$ cat config.mk
export PLATFORM = sky130hd
export DESIGN_NAME = ts_latch_bank
export DESIGN_NICKNAME = d
export VERILOG_FILES = /design/src/rtl/ts_pkg.sv /design/src/rtl/ts_rx_bank.sv /design/src/rtl/ts_tx_latch.sv /design/src/rtl/ts_csr.sv /design/src/rtl/ts_latch_bank.sv
export SDC_FILE = /design/constraint.sdc
export NUM_CORES = 1
export LEC_CHECK = 0
export BUFFER_PORTS_ARGS = -buffer_cell sky130_fd_sc_hd__buf_2
export CAP_MARGIN = 15
export CORE_UTILIZATION = 60
export DETAILED_ROUTE_END_ITERATION = 16
export PLACE_DENSITY = 0.92
export SLEW_MARGIN = 20
export SYNTH_ARGS = -nofsm -noshare
export SYNTH_HDL_FRONTEND = slang
export SYNTH_SLANG_ARGS = --single-unit
$ cat constraint.sdc
create_clock -name clk -period 4.6 [get_ports clk]
set_input_delay 0.69 -clock clk [delete_from_list [all_inputs] [get_ports clk]]
set_output_delay 0.69 -clock clk [all_outputs]
set_load 0.02 [all_outputs]
$ cat src/rtl/ts_pkg.sv
// Package: register addresses and fixed layout shared by the latch bank.
// Assumes a 4-bit register address and at most four receive slots.
package ts_pkg;
    localparam int ADDR_W     = 4;
    localparam int REG_W      = 32;
    localparam int MAX_RX     = 4;
    localparam int TX_STAT_BIT = 4;

    localparam logic [ADDR_W-1:0] A_STATUS  = 4'd0;
    localparam logic [ADDR_W-1:0] A_CTRL    = 4'd1;
    localparam logic [ADDR_W-1:0] A_DROP    = 4'd2;
    localparam logic [ADDR_W-1:0] A_TX_LO   = 4'd3;
    localparam logic [ADDR_W-1:0] A_TX_HI   = 4'd4;
    localparam int                RX_BASE   = 8;
endpackage

$ cat src/rtl/ts_rx_bank.sv
// Receive slot bank: puts each capture in the lowest free slot, frees slots on
// release, counts dropped captures with saturation. Release takes effect before
// capture within a cycle. Assumes a single-cycle capture pulse.
module ts_rx_bank #(
    parameter int NUM_RX = 4,
    parameter int TIME_W = 64,
    parameter int DROP_W = 16,
    localparam int IDX_W = (NUM_RX > 1) ? $clog2(NUM_RX) : 1
) (
    input  logic                     clk,
    input  logic                     rst_n,
    input  logic                     cap_i,
    input  logic [TIME_W-1:0]        now_i,
    input  logic [NUM_RX-1:0]        rel_i,
    output logic [NUM_RX-1:0]        full_o,
    output logic [NUM_RX*TIME_W-1:0] slots_o,
    output logic                     cap_ok_o,
    output logic [IDX_W-1:0]         cap_idx_o,
    output logic [DROP_W-1:0]        drop_o
);
    localparam logic [DROP_W-1:0] DROP_MAX = '1;

    logic [NUM_RX-1:0] full_q;
    logic [NUM_RX-1:0] avail;
    logic [NUM_RX-1:0] grant;
    logic [IDX_W-1:0]  pick_idx;
    logic              found;
    logic              take;

    // Slot counts as free if it is empty or released this cycle.
    assign avail = ~full_q | rel_i;
    assign take  = cap_i & found;

    // Lowest-index priority pick among available slots.
    always_comb begin
        grant    = '0;
        pick_idx = '0;
        found    = 1'b0;
        for (int i = 0; i < NUM_RX; i++) begin
            if (avail[i] && !found) begin
                found    = 1'b1;
                pick_idx = IDX_W'(i);
                grant[i] = 1'b1;
            end
        end
    end

    // Occupancy: clear released slots, then set the granted one.
    always_ff @(posedge clk) begin
        if (!rst_n) full_q <= '0;
        else        full_q <= (full_q & ~rel_i) | (take ? grant : '0);
    end

    genvar g;
    generate
        for (g = 0; g < NUM_RX; g++) begin : g_slot
            logic [TIME_W-1:0] stamp_q;
            // Latch the time into this slot when it is granted.
            always_ff @(posedge clk) begin
                if (!rst_n)                stamp_q <= '0;
                else if (take && grant[g]) stamp_q <= now_i;
            end
            assign slots_o[g*TIME_W +: TIME_W] = stamp_q;
        end
    endgenerate

    // Report accepted capture and its slot number to the descriptor path.
    always_ff @(posedge clk) begin
        if (!rst_n) begin
            cap_ok_o  <= 1'b0;
            cap_idx_o <= '0;
        end else begin
            cap_ok_o  <= take;
            cap_idx_o <= take ? pick_idx : cap_idx_o;
        end
    end

    // Saturating counter of captures lost to a full bank.
    always_ff @(posedge clk) begin
        if (!rst_n)                                  drop_o <= '0;
        else if (cap_i && !found && drop_o != DROP_MAX) drop_o <= drop_o + 1'b1;
    end

    assign full_o = full_q;

    p_idx_full_r2: assert property (@(posedge clk) disable iff (!rst_n)
        cap_ok_o |-> full_o[cap_idx_o]);
    p_lowest_r2: assert property (@(posedge clk) disable iff (!rst_n)
        (cap_i && (!full_q[0] || rel_i[0])) |=> (cap_ok_o && cap_idx_o == '0));
    p_no_cap_full_r4: assert property (@(posedge clk) disable iff (!rst_n)
        (cap_i && (&full_q) && rel_i == '0) |=> !cap_ok_o);
    p_drop_inc_r4: assert property (@(posedge clk) disable iff (!rst_n)
        (cap_i && (&full_q) && rel_i == '0 && drop_o != DROP_MAX)
        |=> drop_o == $past(drop_o) + 1'b1);
    p_release_r3: assert property (@(posedge clk) disable iff (!rst_n)
        (!cap_i && rel_i != '0) |=> (full_o & $past(rel_i)) == '0);
    p_refill_r5: assert property (@(posedge clk) disable iff (!rst_n)
        (cap_i && (&full_q) && rel_i != '0) |=> (cap_ok_o && (&full_o)));
endmodule

$ cat src/rtl/ts_tx_latch.sv
// Single transmit timestamp latch: holds the first capture until released,
// ignores captures while occupied. Release comes before capture in one cycle.
module ts_tx_latch #(
    parameter int TIME_W = 64
) (
    input  logic              clk,
    input  logic              rst_n,
    input  logic              cap_i,
    input  logic              rel_i,
    input  logic [TIME_W-1:0] now_i,
    output logic              full_o,
    output logic [TIME_W-1:0] time_o
);
    logic take;

    assign take = cap_i && (!full_o || rel_i);

    // Occupancy flag of the transmit latch.
    always_ff @(posedge clk) begin
        if (!rst_n)    full_o <= 1'b0;
        else if (take) full_o <= 1'b1;
        else if (rel_i) full_o <= 1'b0;
    end

    // Captured transmit time.
    always_ff @(posedge clk) begin
        if (!rst_n)    time_o <= '0;
        else if (take) time_o <= now_i;
    end

    p_tx_ignore_r6: assert property (@(posedge clk) disable iff (!rst_n)
        (full_o && !rel_i) |=> (full_o && $stable(time_o)));
    p_tx_release_r7: assert property (@(posedge clk) disable iff (!rst_n)
        (rel_i && !cap_i) |=> !full_o);
    p_tx_refill_r7: assert property (@(posedge clk) disable iff (!rst_n)
        (rel_i && cap_i) |=> (full_o && time_o == $past(now_i)));
endmodule

$ cat src/rtl/ts_csr.sv
// Register file: decodes reads and writes, makes release strobes from
// high-half reads, registers read data with one cycle of latency.
// Assumes NUM_RX <= 4 so slot addresses fit in the 4-bit map.
module ts_csr
    import ts_pkg::*;
#(
    parameter int NUM_RX = 4,
    parameter int TIME_W = 64,
    parameter int DROP_W = 16
) (
    input  logic                     clk,
    input  logic                     rst_n,
    input  logic                     rd_en,
    input  logic [ADDR_W-1:0]        rd_addr,
    input  logic                     wr_en,
    input  logic [ADDR_W-1:0]        wr_addr,
    input  logic [REG_W-1:0]         wr_data,
    input  logic [NUM_RX-1:0]        rx_full_i,
    input  logic [NUM_RX*TIME_W-1:0] rx_slots_i,
    input  logic                     tx_full_i,
    input  logic [TIME_W-1:0]        tx_time_i,
    input  logic [DROP_W-1:0]        drop_i,
    output logic [REG_W-1:0]         rd_data,
    output logic                     irq_en_o,
    output logic [NUM_RX-1:0]        rx_rel_o,
    output logic                     tx_rel_o
);
    logic [REG_W-1:0] rd_mux;
    logic [REG_W-1:0] status;
    logic             wdata_unused;

    assign wdata_unused = &{1'b0, wr_data[REG_W-1:1]};

    // Status word: receive occupancy in low bits, transmit at a fixed bit.
    always_comb begin
        status                 = '0;
        status[NUM_RX-1:0]     = rx_full_i;
        status[TX_STAT_BIT]    = tx_full_i;
    end

    // Release strobes from reads of high halves.
    assign tx_rel_o = rd_en && (rd_addr == A_TX_HI);
    genvar g;
    generate
        for (g = 0; g < NUM_RX; g++) begin : g_rel
            assign rx_rel_o[g] = rd_en && (rd_addr == ADDR_W'(RX_BASE + 2*g + 1));
        end
    endgenerate

    // Control register: only the interrupt enable bit is writable.
    always_ff @(posedge clk) begin
        if (!rst_n)                          irq_en_o <= 1'b0;
        else if (wr_en && wr_addr == A_CTRL) irq_en_o <= wr_data[0];
    end

    // Read multiplexer over the register map.
    always_comb begin
        rd_mux = '0;
        case (rd_addr)
            A_STATUS: rd_mux = status;
            A_CTRL:   rd_mux = {{(REG_W-1){1'b0}}, irq_en_o};
            A_DROP:   rd_mux = REG_W'(drop_i);
            A_TX_LO:  rd_mux = tx_time_i[REG_W-1:0];
            A_TX_HI:  rd_mux = tx_time_i[TIME_W-1:REG_W];
            default:  rd_mux = '0;
        endcase
        for (int i = 0; i < NUM_RX; i++) begin
            if (rd_addr == ADDR_W'(RX_BASE + 2*i))
                rd_mux = rx_slots_i[i*TIME_W +: REG_W];
            if (rd_addr == ADDR_W'(RX_BASE + 2*i + 1))
                rd_mux = rx_slots_i[i*TIME_W + REG_W +: REG_W];
        end
    end

    // Registered read data, held between reads.
    always_ff @(posedge clk) begin
        if (!rst_n)     rd_data <= '0;
        else if (rd_en) rd_data <= rd_mux;
    end

    p_ctrl_read_r9: assert property (@(posedge clk) disable iff (!rst_n)
        (rd_en && rd_addr == A_CTRL) |=> rd_data == {{(REG_W-1){1'b0}}, $past(irq_en_o)});
    p_ctrl_hold_r11: assert property (@(posedge clk) disable iff (!rst_n)
        !(wr_en && wr_addr == A_CTRL) |=> $stable(irq_en_o));
endmodule

$ cat src/rtl/ts_latch_bank.sv
// Top: packet timestamp latch bank. Joins the receive slot bank, the transmit
// latch and the register file. Assumes capture pulses come from an upstream
// classifier and that now_ns is in the same clock domain.
module ts_latch_bank #(
    parameter int NUM_RX = 4,
    parameter int DROP_W = 16,
    localparam int TIME_W = 2 * ts_pkg::REG_W,
    localparam int IDX_W  = (NUM_RX > 1) ? $clog2(NUM_RX) : 1
) (
    input  logic                      clk,
    input  logic                      rst_n,
    input  logic [TIME_W-1:0]         now_ns,
    input  logic                      rx_cap,
    input  logic                      tx_cap,
    input  logic                      rd_en,
    input  logic [ts_pkg::ADDR_W-1:0] rd_addr,
    input  logic                      wr_en,
    input  logic [ts_pkg::ADDR_W-1:0] wr_addr,
    input  logic [ts_pkg::REG_W-1:0]  wr_data,
    output logic [ts_pkg::REG_W-1:0]  rd_data,
    output logic                      rx_cap_ok,
    output logic [IDX_W-1:0]          rx_cap_idx,
    output logic                      tx_irq
);
    logic [NUM_RX-1:0]        rx_full;
    logic [NUM_RX*TIME_W-1:0] rx_slots;
    logic [NUM_RX-1:0]        rx_rel;
    logic                     tx_full;
    logic                     tx_rel;
    logic [TIME_W-1:0]        tx_time;
    logic [DROP_W-1:0]        drop_cnt;
    logic                     irq_en;

    ts_rx_bank #(.NUM_RX(NUM_RX), .TIME_W(TIME_W), .DROP_W(DROP_W)) u_rx (
        .clk(clk), .rst_n(rst_n), .cap_i(rx_cap), .now_i(now_ns), .rel_i(rx_rel),
        .full_o(rx_full), .slots_o(rx_slots), .cap_ok_o(rx_cap_ok),
        .cap_idx_o(rx_cap_idx), .drop_o(drop_cnt)
    );

    ts_tx_latch #(.TIME_W(TIME_W)) u_tx (
        .clk(clk), .rst_n(rst_n), .cap_i(tx_cap), .rel_i(tx_rel), .now_i(now_ns),
        .full_o(tx_full), .time_o(tx_time)
    );

    ts_csr #(.NUM_RX(NUM_RX), .TIME_W(TIME_W), .DROP_W(DROP_W)) u_csr (
        .clk(clk), .rst_n(rst_n), .rd_en(rd_en), .rd_addr(rd_addr),
        .wr_en(wr_en), .wr_addr(wr_addr), .wr_data(wr_data),
        .rx_full_i(rx_full), .rx_slots_i(rx_slots), .tx_full_i(tx_full),
        .tx_time_i(tx_time), .drop_i(drop_cnt), .rd_data(rd_data),
        .irq_en_o(irq_en), .rx_rel_o(rx_rel), .tx_rel_o(tx_rel)
    );

    // Level interrupt while enabled and a transmit time waits.
    assign tx_irq = irq_en & tx_full;

    p_irq_idle_r8: assert property (@(posedge clk) disable iff (!rst_n)
        (!tx_full && !tx_cap) |=> !tx_irq);
    p_reset_clean_r1: assert property (@(posedge clk)
        !rst_n |=> (!rx_cap_ok && !tx_irq && rd_data == '0));
endmodule

==> results by group <==
Outcome
  – Status: finished, final reports clean

Cells and area
  – Fin cells: roughly 2.6k
  – P&R area growth vs syn: 11.4%
  – Layout cell share with drive strength beyond 1: 0.110
  – Final nets: ~2.3k
  – Final core occ: 0.683

Yosys
  – Top cells by area, synth: dfxtp_1 (46%), nand2_1 (14%), a21oi_1 (10%)
  – Syn nets: roughly 2.3k
  – Synth Register Bits: ~380
  – Post-synthesis sequential area ratio: 0.455
  – Syn Area/Cell: 7.61 um2
  – Post-Syn Area: 0.0166 mm2
  – Ys async rst share: 0
  – Commonest cells in the netlist: nand2_1 (637), dfxtp_1 (377), a21oi_1 (336)
  – Top-count cell post-synth: nand2_1
  – Synth Flop Type: dfxtp_1
  – Post-synthesis cell count: 2,177
  – Cell variety after synth: 64
  – Post-synth EDFFs: 0
  – Share of the synthesized area in the top cell type: 0.455
  – Synth area leader: dfxtp_1
  – Warning count from the yosys run: 0

Routing
  – Final wirelength: 53,100 um
  – DR iter-0 viols: around 2.7k
  – Routed vias: around 17k
  – Drt drc: 0
  – Antenna viol nets, final: 0
  – Vias per inst: 6.56
  – Avg WL per Cell: a little over 20 um
  – First-pass detailed-route iteration total: 7

Power and ir drop
  – Maximum VDD drop: roughly 0.40 mV
  – Lkg Pwr: 6.66 nW
  – Pwr/cell area: around 400 mW/mm2

Global routing
  – Vias in the first global route: roughly 16k
  – Initial antenna violation count: 8
  – GRT overflow: 0
  – First-pass GRT wire length: slightly above 80,000 um
  – Total GRT Usage: 0.366
  – Pin count of the biggest net entering global routing: 121

Placed design
  – PortBufs: between 100 and 150
  – Detailed Place HPWL: slightly above 30,000 um
  – RePlAce Congestion: approximately 0.90
  – Cells after DPL: between 2k and 2.5k

Floorplan
  – Die Width: about 170 um
  – Die area: approximately 0.028 mm2
  – IO Pins: 146
  – Rows: 60
  – Initial core utilization: 0.613
  – Total core area: around 0.027 mm2
  – Die Span Y: 168 um

Clocking
  – Post-CTS Hold Buffers: 0
  – CTS Buffer Depth: 3
  – Reg clk slew, reported paths: approximately 0.060 ns
  – CTS Root Cell: clkbuf_16
  – Depth of the CTS H-tree: 2
  – Post-CTS Resized: 0
  – TritonCTS clock tree: yes
  – Total CTS buffers: 39
  – Clk sinks: between 300 and 400
  – # Post-CTS Setup Buffers: 0
  – Worst skew pair latency: between 0.5 and 0.6 ns

Min path
  – Hold Crit Start: tx_cap
  – Hold Crit Class: primary input to register

Critical path
  – Worst EP arrival: ~3.3 ns
  – Critical path origin: rd_addr[0]
  – Startpoint Class: primary input
  – Crit path max fanout: 100
  – WP data required: just under 5 ns
  – CP Class: primary input to register
  – Critical Path End Type: register
  – Launch point of the worst reg-to-reg path: u_rx.full_o[1]

Job
  – Max_cap viols: 0

STA
  – Fmax: ~340 MHz
  – RSZ-0062 raised after global routing: no
  – Clock skew: roughly 0.02 ns
  – Max Slew Vio Count: 0
  – Worst Max-Slew Pin Slew: slightly above 1 ns
  – Hold Fails Final Rpt: 0
  – Setup violations, final: 0
  – Tcrit/Tclk final: 0.633
  – TNS Setup: 0 ns
  – Worst rel slew slack: 0.322
  – Min Tclk post-route: roughly 2.9 ns
placed cells by master (no fill, tap or decap), types with 5 or more instances in the layout:
cell / instances
o21ai_0: 106
clkinv_2: 10
nand3_1: 75
o21ai_1: 10
clkbuf_16: 39
nand2_1: 636
a221o_1: 6
buf_2: 111
o22ai_1: 15
a22oi_1: 17
nor2_1: 77
a31oi_1: 28
diode_2: 6
nand4_1: 6
mux2_2: 13
o2bb2ai_1: 24
nand2b_1: 13
o31ai_1: 7
nor4_1: 7
nor3_1: 18
dfxtp_1: 377
a2bb2oi_1: 15
inv_1: 21
a211oi_1: 8
o32a_1: 5
clkbuf_1: 7
buf_12: 5
mux2i_1: 53
a221oi_1: 5
o221ai_1: 5
o211ai_1: 6
a22o_1: 5
xnor2_1: 13
a21oi_1: 335
nor2b_1: 32
clkbuf_8: 5
buf_4: 32
report_power, final:
part | internal, mW | leakage, nW | switching (mW)
registers | 3.37 | 3.06 | 0.0608
clock network | 1.82 | 0.633 | 1.35
logic | 0.204 | 2.96 | 0.492
total | 5.40 | 6.66 | 1.90
kinds of logic after synthesis:
kind of cell / Yosys count / share of synthesized area
buf+inv: 206 / 0.0526
fa+ha+maj: 1 / 0.000755
simple gates: 897 / 0.227
compound gates: 617 / 0.217
mux: 66 / 0.0408
xor+xnor: 13 / 0.00687
flops: 377 / 0.455
per-layer routing:
| layer | vias to the layer above | wire length (um) | track usage |
|---|---|---|---|
| met1 | 7737 | 18700 | 0.444 |
| met2 | 1249 | 24100 | 0.593 |
| li1 | 7463 | - | - |
| met4 | 4 | 3390 | 0.228 |
| met5 | - | 26 | 0 |
| met3 | 307 | 6840 | 0.0799 |
flip-flops by register name, summed over array words and instances, names as in the netlist:
register and cells:
u_rx.cap_idx_o 2, u_csr.rd_data 32, u_rx.g_slot.stamp_q 256, u_tx.full_o 1
u_csr.irq_en_o 1, u_tx.time_o 64, u_rx.drop_o 16, u_rx.cap_ok_o 1
u_rx.full_o 4
metrics by stage:
| stage | power [mW] | cell area (um2) | setup WS (ns) | hold slack (ns) |
|---|---|---|---|---|
| after global routing | 7.47 | 18500 | 1.59 | 0.428 |
| after floorplan | 3.92 | 16600 | 2.41 | 0.431 |
| after CTS | 7.24 | 18400 | 1.79 | 0.402 |
| final | 7.30 | 18500 | 1.69 | 0.404 |
| after detailed placement | 4.16 | 17200 | 1.31 | 0.443 |
| after global placement | 4.13 | 17200 | 1.36 | 0.436 |
final timing paths:
check,endpoint,slack [ns],depth (start not counted)
max reg2reg,u_rx.g_slot[3].stamp_q[13],2.12,5
min,u_tx.full_o,0.40,3
max,u_rx.g_slot[3].stamp_q[13],1.69,6
min reg2reg,u_rx.g_slot[2].stamp_q[31],0.45,2
critical path, cell delays in order:
cell      delay (ns)
buf_4           0.58
and4_1          0.38
nand2_1         0.13
a211oi_4        0.30
buf_4           0.82
o21ai_0         0.29
area by class of cell:
| type | instances | area [um2] |
|---|---|---|
| multi-input cells | 1594 | 8210 |
| flip-flops and latches | 377 | 7550 |
| repair buffers | 148 | 896 |
| diodes | 6 | 15.0 |
| clock inverters | 17 | 204 |
| well taps | 341 | 427 |
| fillers | 1983 | 8570 |
| inverters | 22 | 90.1 |
| clock buffers | 51 | 1070 |
(Power assumes the default switching activity.)
